`config.mk`:
```
export PLATFORM = sky130hd
export DESIGN_NAME = fpsr_ctrl
export DESIGN_NICKNAME = d
export VERILOG_FILES = /design/src/rtl/fpsr_pkg.sv /design/src/rtl/fpsr_event_qual.sv /design/src/rtl/fpsr_sticky.sv /design/src/rtl/fpsr_cause.sv /design/src/rtl/fpsr_ctrl.sv
export SDC_FILE = /design/constraint.sdc
export NUM_CORES = 1
export LEC_CHECK = 0
export BUFFER_PORTS_ARGS = -buffer_cell sky130_fd_sc_hd__buf_2
export CAP_MARGIN = 20
export CORE_ASPECT_RATIO = 1.25
export CORE_MARGIN = 2
export CORE_UTILIZATION = 35
export DETAILED_ROUTE_END_ITERATION = 8
export PLACE_DENSITY = 0.73
export SLEW_MARGIN = 20
export SYNTH_ARGS = -nofsm -noshare
export SYNTH_HDL_FRONTEND = slang
export SYNTH_HIERARCHICAL = 1
export SYNTH_SLANG_ARGS = --single-unit
```
`constraint.sdc`:
```
create_clock -name clk -period 3.33 [get_ports clk]
set_input_delay 0 -clock clk [delete_from_list [all_inputs] [get_ports clk]]
set_output_delay 0 -clock clk [all_outputs]
set_load 0.02 [all_outputs]
```
`src/rtl/fpsr_pkg.sv`:
```
package fpsr_pkg;
  // number of maskable exception kinds
  localparam int NUM_EXC  = 5;
  // index of each kind inside an exception vector
  localparam int IDX_INV  = 0;
  localparam int IDX_OVF  = 1;
  localparam int IDX_DZ   = 2;
  localparam int IDX_UDF  = 3;
  localparam int IDX_INX  = 4;
  // field placement inside the 32-bit word (vector bit numbers)
  localparam int WORD_W   = 32;
  localparam int SUM_BIT  = 31;
  localparam int FLAG_LSB = 26;
  localparam int EN_LSB   = 10;
  localparam int DN_BIT   = 8;
  localparam int CE_BIT   = 7;
  localparam int CAUSE_LSB= 2;
  localparam int RM_W     = 2;
  localparam int RM_LSB   = 0;
  localparam logic [WORD_W-1:0] RESET_WORD = 32'h0000_0100;
endpackage

```
`src/rtl/fpsr_event_qual.sv`:
```
module fpsr_event_qual
  import fpsr_pkg::*;
#(
  parameter int N = NUM_EXC
) (
  input  logic         op_done_i,
  input  logic [N-1:0] exc_raw_i,
  input  logic         unimpl_raw_i,
  input  logic         denorm_op_i,
  input  logic [N-1:0] enable_i,
  input  logic         flush_i,
  output logic [N-1:0] exc_eff_o,
  output logic         unimpl_eff_o,
  output logic         eit_o
);
  logic         ovf_masked;
  logic [N-1:0] exc_ext;
  logic [N-1:0] hit_enabled;

  // a masked overflow drags inexact along with it
  assign ovf_masked = exc_raw_i[IDX_OVF] & ~enable_i[IDX_OVF];

  always_comb begin
    exc_ext = exc_raw_i;
    exc_ext[IDX_INX] = exc_raw_i[IDX_INX] | ovf_masked;
  end

  assign exc_eff_o = op_done_i ? exc_ext : '0;

  // without flush, denormal inputs or tiny results cannot be handled
  assign unimpl_eff_o = op_done_i &
                        (unimpl_raw_i |
                         (denorm_op_i & ~flush_i) |
                         (exc_raw_i[IDX_UDF] & ~flush_i));

  assign hit_enabled = exc_eff_o & enable_i;
  assign eit_o       = unimpl_eff_o | (|hit_enabled);
endmodule

```
`src/rtl/fpsr_sticky.sv`:
```
module fpsr_sticky
  import fpsr_pkg::*;
#(
  parameter int N = NUM_EXC
) (
  input  logic         clk,
  input  logic         rst,
  input  logic         op_done_i,
  input  logic         eit_i,
  input  logic [N-1:0] exc_eff_i,
  input  logic         wr_en_i,
  input  logic [N-1:0] wr_flags_i,
  output logic [N-1:0] flags_o
);
  logic update_ok;
  assign update_ok = op_done_i & ~eit_i;

  for (genvar i = 0; i < N; i++) begin : g_flag
    always_ff @(posedge clk) begin
      if (rst)
        flags_o[i] <= 1'b0;
      else if (update_ok && exc_eff_i[i])
        flags_o[i] <= 1'b1;
      else if (wr_en_i)
        flags_o[i] <= wr_flags_i[i];
    end
  end

  // exceptions of an untrapped operation show up as flags
  p_flag_set_r3: assert property (@(posedge clk) disable iff (rst)
    (op_done_i && !eit_i) |=> ((flags_o & $past(exc_eff_i)) == $past(exc_eff_i)));

  // a trapped operation leaves the flags alone
  p_flag_hold_r4: assert property (@(posedge clk) disable iff (rst)
    (op_done_i && eit_i && !wr_en_i) |=> (flags_o == $past(flags_o)));
endmodule

```
`src/rtl/fpsr_cause.sv`:
```
module fpsr_cause
  import fpsr_pkg::*;
#(
  parameter int N = NUM_EXC
) (
  input  logic         clk,
  input  logic         rst,
  input  logic         op_done_i,
  input  logic [N-1:0] exc_eff_i,
  input  logic         unimpl_eff_i,
  input  logic         wr_en_i,
  input  logic [N:0]   wr_cause_i,
  output logic [N:0]   cause_o
);
  logic [N:0] fresh;
  assign fresh = {unimpl_eff_i, exc_eff_i};

  for (genvar i = 0; i <= N; i++) begin : g_cause
    always_ff @(posedge clk) begin
      if (rst)
        cause_o[i] <= 1'b0;
      else if (op_done_i)
        cause_o[i] <= fresh[i];
      else if (wr_en_i && !wr_cause_i[i])
        cause_o[i] <= 1'b0;
    end
  end

  // each completed operation replaces the cause set
  p_cause_replace_r5: assert property (@(posedge clk) disable iff (rst)
    op_done_i |=> (cause_o == $past(fresh)));

  // outside operations, cause bits may only fall
  p_cause_no_rise_r6: assert property (@(posedge clk) disable iff (rst)
    !op_done_i |=> ((cause_o & ~$past(cause_o)) == '0));
endmodule

```
`src/rtl/fpsr_ctrl.sv`:
```
module fpsr_ctrl
  import fpsr_pkg::*;
#(
  parameter int N = NUM_EXC
) (
  input  logic              clk,
  input  logic              rst,
  input  logic              op_done_i,
  input  logic [N-1:0]      exc_i,
  input  logic              unimpl_i,
  input  logic              denorm_op_i,
  input  logic              wr_en_i,
  input  logic [WORD_W-1:0] wr_data_i,
  output logic [WORD_W-1:0] rd_data_o,
  output logic              eit_req_o,
  output logic [RM_W-1:0]   round_mode_o,
  output logic              flush_denorm_o
);
  logic [N-1:0]    enable_q;
  logic            flush_q;
  logic [RM_W-1:0] rm_q;
  logic [N-1:0]    exc_eff;
  logic            unimpl_eff;
  logic [N-1:0]    flags;
  logic [N:0]      cause;
  logic            unused_wr_bits;

  assign unused_wr_bits = ^{wr_data_i[SUM_BIT], wr_data_i[FLAG_LSB-1:EN_LSB+N],
                            wr_data_i[DN_BIT+1]};

  fpsr_event_qual #(.N(N)) i_qual (
    .op_done_i    (op_done_i),
    .exc_raw_i    (exc_i),
    .unimpl_raw_i (unimpl_i),
    .denorm_op_i  (denorm_op_i),
    .enable_i     (enable_q),
    .flush_i      (flush_q),
    .exc_eff_o    (exc_eff),
    .unimpl_eff_o (unimpl_eff),
    .eit_o        (eit_req_o)
  );

  fpsr_sticky #(.N(N)) i_sticky (
    .clk        (clk),
    .rst        (rst),
    .op_done_i  (op_done_i),
    .eit_i      (eit_req_o),
    .exc_eff_i  (exc_eff),
    .wr_en_i    (wr_en_i),
    .wr_flags_i (wr_data_i[FLAG_LSB+N-1:FLAG_LSB]),
    .flags_o    (flags)
  );

  fpsr_cause #(.N(N)) i_cause (
    .clk          (clk),
    .rst          (rst),
    .op_done_i    (op_done_i),
    .exc_eff_i    (exc_eff),
    .unimpl_eff_i (unimpl_eff),
    .wr_en_i      (wr_en_i),
    .wr_cause_i   (wr_data_i[CAUSE_LSB+N:CAUSE_LSB]),
    .cause_o      (cause)
  );

  // software-owned control fields
  always_ff @(posedge clk) begin
    if (rst) begin
      enable_q <= '0;
      flush_q  <= RESET_WORD[DN_BIT];
      rm_q     <= RESET_WORD[RM_LSB+RM_W-1:RM_LSB];
    end else if (wr_en_i) begin
      enable_q <= wr_data_i[EN_LSB+N-1:EN_LSB];
      flush_q  <= wr_data_i[DN_BIT];
      rm_q     <= wr_data_i[RM_LSB+RM_W-1:RM_LSB];
    end
  end

  always_comb begin
    rd_data_o = '0;
    rd_data_o[SUM_BIT] = flags[IDX_UDF] | flags[IDX_DZ] |
                         flags[IDX_OVF] | flags[IDX_INV];
    rd_data_o[FLAG_LSB+N-1:FLAG_LSB]   = flags;
    rd_data_o[EN_LSB+N-1:EN_LSB]       = enable_q;
    rd_data_o[DN_BIT]                  = flush_q;
    rd_data_o[CAUSE_LSB+N:CAUSE_LSB]   = cause;
    rd_data_o[RM_LSB+RM_W-1:RM_LSB]    = rm_q;
  end

  assign round_mode_o   = rm_q;
  assign flush_denorm_o = flush_q;

  // no trap request without a completed operation
  p_eit_needs_op_r8: assert property (@(posedge clk) disable iff (rst)
    !op_done_i |-> !eit_req_o);

  // unimplemented operations always trap
  p_unimpl_traps_r9: assert property (@(posedge clk) disable iff (rst)
    (op_done_i && unimpl_i) |-> eit_req_o);

  // a write lands in the rounding-mode output next cycle
  p_rm_follows_r12: assert property (@(posedge clk) disable iff (rst)
    wr_en_i |=> (round_mode_o == $past(wr_data_i[RM_LSB+RM_W-1:RM_LSB])));

  // flush output tracks written data
  p_flush_follows_r7: assert property (@(posedge clk) disable iff (rst)
    wr_en_i |=> (flush_denorm_o == $past(wr_data_i[DN_BIT])));
endmodule

```
==> out/metrics.yaml, run 1 <==
status: "finished, final reports clean"
worstSetupStartpointType: "flip-flop"
die_area_sq_mm: 0.00325
grt_max_degree: 25
drc: 0
via_count: 933
period_needed_ns: 1.52
finalWirelength_mm: 2.32
grt_pass1_vias: 919
max_freq_ghz: 0.660
viasPerCell: 4.64
worst_ir_drop_vdd_v: 0.000272
wl_per_cell_um: 11.5
drive_gt1_share_pct: 34.1
synth_top_area_share_pct: 38.7
cts_buffers: 3
max-cap-violations: 0
critPathCaptureType: "output pin"
placementRows: 21
io_pins: 79
cts_sinks: 19
n_antenna_cell: 0
rsz0062_at_grt: "false"
synth_warnings: 6
setup_ws_ns: 1.81
gp_congestion: 0.692
clkLatencyLatePin_ns: 0.29
multi_input_area_sq_um: 498
leakagePower_nw: 0.664
drt_iter0_drc: 10
die_y_um: 63.3
cp.arrival_ns: 1.52
grt_overflow: 0
path_clk_slew_ns: 0.11
slew_viol_final: 0
avgSynthCellArea_sq_um: 9.19
core_sq_mm: 0.00268
start_util_pct: 36.7
cts_tree: "built"
synth_cell_types: 19
ys_seq_area_share_pct: 38.7
grt_pass1_wl_mm: 3.84
layout-area-overhead-vs-synth_pct: 34.6
synthTopCellsByArea: "dfxtp_1 39%, mux2i_1 12%, buf_4 12%"
hold_path_class: "input port to flip-flop"
path_max_fanout: 6
cts_setup_buffers: 0
ff2ff_path_depth: 5
antenna_left: 0
clockBufferDepth: 2
ctsHoldBuffers: 11
pre_cts_ws_ns: 1.92
fp.dieW_um: 51.4
drt_pre_antenna_iters: 4
synth_top_area_cell: "dfxtp_1"
num-nets-final: 211
hpwl_mm: 1.63
root_buffer: "clkbuf_4"
htreeDepth: 1
setup_viol: 0
n_fill_cell: 268
antenna_found_initial: 0
crit_type: "flip-flop to output pin"
fin_skew_ns: 0.00164
hold_depth: 3
power_density_mw_per_mm2: 375
ys_seq_elements: 19
regArea_sq_um: 380
syn_inst: 107
portBuffers: 53
worstPathRequired_ns: 3.33
syn_area_sq_um: 983
track_usage_pct: 15.2
cts-resized-gates: 0
hold_viol: 0
fin_crit_sh_pct: 45.5
setup-tns-final_ns: 0
==> layout make-up <==
cell class	count	share of cell area (%)
Clock inverter	1	0.378
Tap cell	34	3.21
Clock buffer	3	1.70
Timing Repair Buffer	64	28.4
Sequential cell	19	28.7
Multi-Input combinational cell	80	37.6
==> final timing paths <==
path,from,to,slack (ns)
max reg2reg,enable_q[1],i_sticky/flags_o[3],1.90
max,enable_q[1],eit_req_o,1.81
min,wr_data_i[28],i_sticky/flags_o[2],0.02
min reg2reg,i_cause/cause_o[2],i_cause/cause_o[2],0.49
==> per-layer routing <==
metal | part of all wire (%) | GRT usage, % | vias to the layer above | routed length [um]
li1 | - | - | 459 | -
met1 | 42 | 16.9 | 424 | 967
met2 | 50 | 27.1 | 48 | 1150
met3 | 7.7 | 3.32 | 2 | 179
met4 | 0.82 | 5.92 | 0 | 19
met5 | 0 | 0 | - | 0
==> cell usage in the layout (no fill, tap or decap), types with 6 or more instances in the layout <==
cell type      count
buf_2             53
dlygate4sd3_1     11
a21oi_1           11
nand3b_1          11
conb_1            12
dfxtp_1           19
nor2_1             7
nand2b_1           7
nand2_1            6
mux2i_1           12
==> cells in the mapped netlist, drive strengths merged <==
master,n
buf,18
o311a,1
a22oi,2
clkbuf,1
or4,1
nor2,7
nor2b,2
conb,1
a21boi,1
a21oi,11
o21a,1
a211o,2
nand2b,7
and2,4
mux2i,12
nand3b,11
nand2,6
dfxtp,19
==> power breakdown <==
group	total (mW)	switching, mW	internal [mW]
registers	0.250	0.00892	0.241
logic	0.132	0.0754	0.0567
clock network	0.115	0.0707	0.0446
total	0.497	0.155	0.342
==> cells by family after synthesis <==
logic type / Yosys count / share of synthesized area (%)
and+or+nand+nor: 38 / 22.4
DFF: 19 / 38.7
buffers and inverters: 19 / 14.9
AOI/OAI and AO/OA: 18 / 11.5
muxes: 12 / 12.2
other: 1 / 0.381
==> through the flow <==
stage	cell area [sq um]	utilization (%)	instances	power, mW	hold WS, ns
after detailed placement	1190	44.3	186	0.377	0.212
after CTS	1320	49.4	201	0.503	0.00837
after global placement	1190	44.3	186	0.374	0.209
after global routing	1320	49.4	201	0.528	0.0258
final	1320	49.4	201	0.497	0.0191
after floorplan	1020	-	118	0.347	0.0691
==> sequential cells by signal (all words and copies together), names as in the netlist <==
| signal | cells |
|---|---|
| i_cause/cause_o | 6 |
| flush_denorm_o | 1 |
| i_sticky/flags_o | 5 |
| enable_q | 5 |
| round_mode_o | 2 |
==> critical path, stage by stage, from the launching register on <==
cell and delay (ns):
dfxtp_1 0.41, nor2b_1 0.06, o21a_1 0.20, a211o_1 0.37, buf_2 0.19
No activity file was read; power rests on OpenSTA's default activity.
==> inputs of run 2 (changes only) <==
Settings changed: ABC_AREA set to 1, PLACE_DENSITY 0.73 to 0.69.
Clock period 3.33 ns to 1.4 ns, I/O delays scaled along.
==> run 2 against run 1 <==
Compared with the run above: cell count is 39% higher; sequential share of layout area is 2.1 points lower; critical path depth is 4 higher; via count is 21% higher; largest power group unchanged; hold slack better by 0.016 ns; die area is 16% higher; area after synthesis is 17% higher; setup slack worse by 1.6 ns; non-clock buffer count is 9 lower; combinational power grew to 2.6 times the previous value; cell area is 7.8% higher; clock power grew to 3.3 times the previous value.
==> out/metrics.yaml, run 2 <==
via_count: 1131
num-nets-final: 287
ys_seq_area_share_pct: 33.0
max-slew-margin-rel_pct: 66.0
antenna_found_initial: 0
synth_edf_count: 0
grt_pass1_vias: 940
drc: 0
drt_pre_antenna_iters: 4
synth_cell_types: 14
clockBufferDepth: 2
max_freq_ghz: 0.829
ff2ff_path_depth: 8
reg_top3: "i_cause/cause_o x6, enable_q x5, i_sticky/flags_o x5"
r2r_slack_ns: 0.19
synth_common_cells: "66 x nand2_1, 41 x inv_1, 19 x dfxtp_1"
ys_seq_elements: 19
slew_viol_final: 0
grt_overflow: 0
cts_setup_buffers: 0
root_buffer: "clkbuf_8"
rsz0062_at_grt: "false"
largest_reg_flops: 6
hpwl_mm: 1.81
placementRows: 23
status: "finished, final reports clean"
synthTopCellsByArea: "dfxtp_1 33%, nand2_1 21%, inv_1 13%"
tightest_slew_ns: 0.510
final_cell_mix: "66 x nand2_1, 53 x buf_2, 41 x inv_1"
final_common_cell: "nand2_1"
crit_path_start: "flush_denorm_o"
htreeDepth: 1
syn_area_sq_mm: 0.00115
portBuffers: 53
die_area_sq_mm: 0.00377
final_area_sq_mm: 0.00143
period_needed_ns: 1.21
placed_cell_area_sq_mm: 0.00136
gp_congestion: 0.835
path_max_fanout: 5
io_pins: 79
setup-tns-final_ns: 0
fp.dieW_um: 55.4
max-cap-violations: 0
synth_warnings: 6
synth_top_area_share_pct: 33.0
synthArstFlopShare_pct: 0
viasPerCell: 4.04
finalWirelength_mm: 2.29
critPathCaptureType: "flip-flop"
setup_viol: 0
yosys.cell_count.top_type: "nand2_1"
grt_max_degree: 29
synth_top_flop_cell: "dfxtp_1"
track_usage_pct: 12.5
crit_type: "flip-flop to flip-flop"
power_density_mw_per_mm2: 930
clkLatencyLatePin_ns: 0.25
leakagePower_nw: 0.918
fin_crit_sh_pct: 86.2
cts_tree: "built"
path_clk_slew_ns: 0.07
n_antenna_cell: 0
synth_top_area_cell: "dfxtp_1"
worstSetupStartpointType: "flip-flop"
start_util_pct: 36.4
crit_end: "i_sticky/flags_o[1]"
cp.arrival_ns: 1.40
timing.rr.end: "i_sticky/flags_o[1]"
drt_iter0_drc: 18
wl_per_cell_um: 8.18
layout-area-overhead-vs-synth_pct: 23.6
die_y_um: 68.2
worst_r2r_startpoint: "flush_denorm_o"
core_sq_mm: 0.00317
syn_inst: 191
avgSynthCellArea_sq_um: 6.04
grt_pass1_wl_mm: 3.76
drive_gt1_share_pct: 26.3
cts-resized-gates: 0
top_register: "i_cause/cause_o"
hold_viol: 0
fin_skew_ns: 0.00825
hold_path_class: "input port to flip-flop"
worstHoldStart: "wr_data_i[11]"
cts_sinks: 19
ctsHoldBuffers: 2
worst_ir_drop_vdd_v: 0.000655
cts_buffers: 3
antenna_left: 0
worstPathRequired_ns: 1.59
[run 2: cell types whose count changed after synthesis, sizes merged, moves of 4 or more]
cell and delta:
and2 -4, inv +44, mux2i -12, nand2 +61, nand2b -7, nand3 +13
nand3b -11, nor2 +10
[run 2: area by class of cell]
class | instances | area (sq um)
tap | 37 | 46.3
clock inverter | 1 | 5.00
fill | 352 | 1740
multi-input combinational | 121 | 503
inverter | 44 | 165
timing repair buffer | 55 | 285
clock buffer | 3 | 41.3
sequential | 19 | 380
[run 2: kinds of logic (layout without fill, tap and decap cells)]
family,after synthesis,in the layout,synth area share [%]
other,1,12,0.325
AND/OR/NAND/NOR,97,97,34.3
buffers and inverters,62,103,27.0
flip-flops,19,19,33.0
AO/OA/AOI/OAI,12,12,5.42
[run 2: stage by stage]
step	std cells	hold WS [ns]	power [mW]	util, %	setup slack (ns)
2_1_floorplan	202	0.0691	0.881	-	0.0241
3_3_place_gp	274	0.214	0.960	43.0	0.224
3_5_place_dp	274	0.217	0.964	43.0	0.196
4_1_cts	280	0.0292	1.36	45.1	0.174
5_1_grt	280	0.0585	1.42	45.1	0.0278
6_report	280	0.0348	1.33	45.1	0.193
[run 2: where the power goes]
part           switching (mW)  internal, mW
combinational           0.227         0.122
clock                   0.177         0.197
sequential             0.0238         0.579
[run 2: how the worst min path moves through the flow]
stage | end | slack [ns] | cells after the start
2_1_floorplan | i_sticky/flags_o[0] | 0.07 | 1
3_3_place_gp | flush_denorm_o | 0.21 | 3
3_5_place_dp | flush_denorm_o | 0.22 | 3
4_1_cts | enable_q[4] | 0.03 | 5
5_1_grt | enable_q[4] | 0.06 | 5
6_report | enable_q[1] | 0.03 | 5
[run 2: routing by layer]
layer  part of all wire [%]  GRT usage, %  wire length (um)
met1                     43          15.2               986
met2                     49          21.6              1130
met3                    6.8          2.46               156
met4                   0.83          5.49                19
met5                      0             0                 0
[run 2: worst max-delay path, cell delays in order (launching register included)]
cell and delay [ns]:
dfxtp_1 0.36, inv_1 0.07, nand2_1 0.05, nand3_1 0.08
nand2_1 0.08, nand3_1 0.10, inv_1 0.13, nand3_1 0.10
a21oi_1 0.16
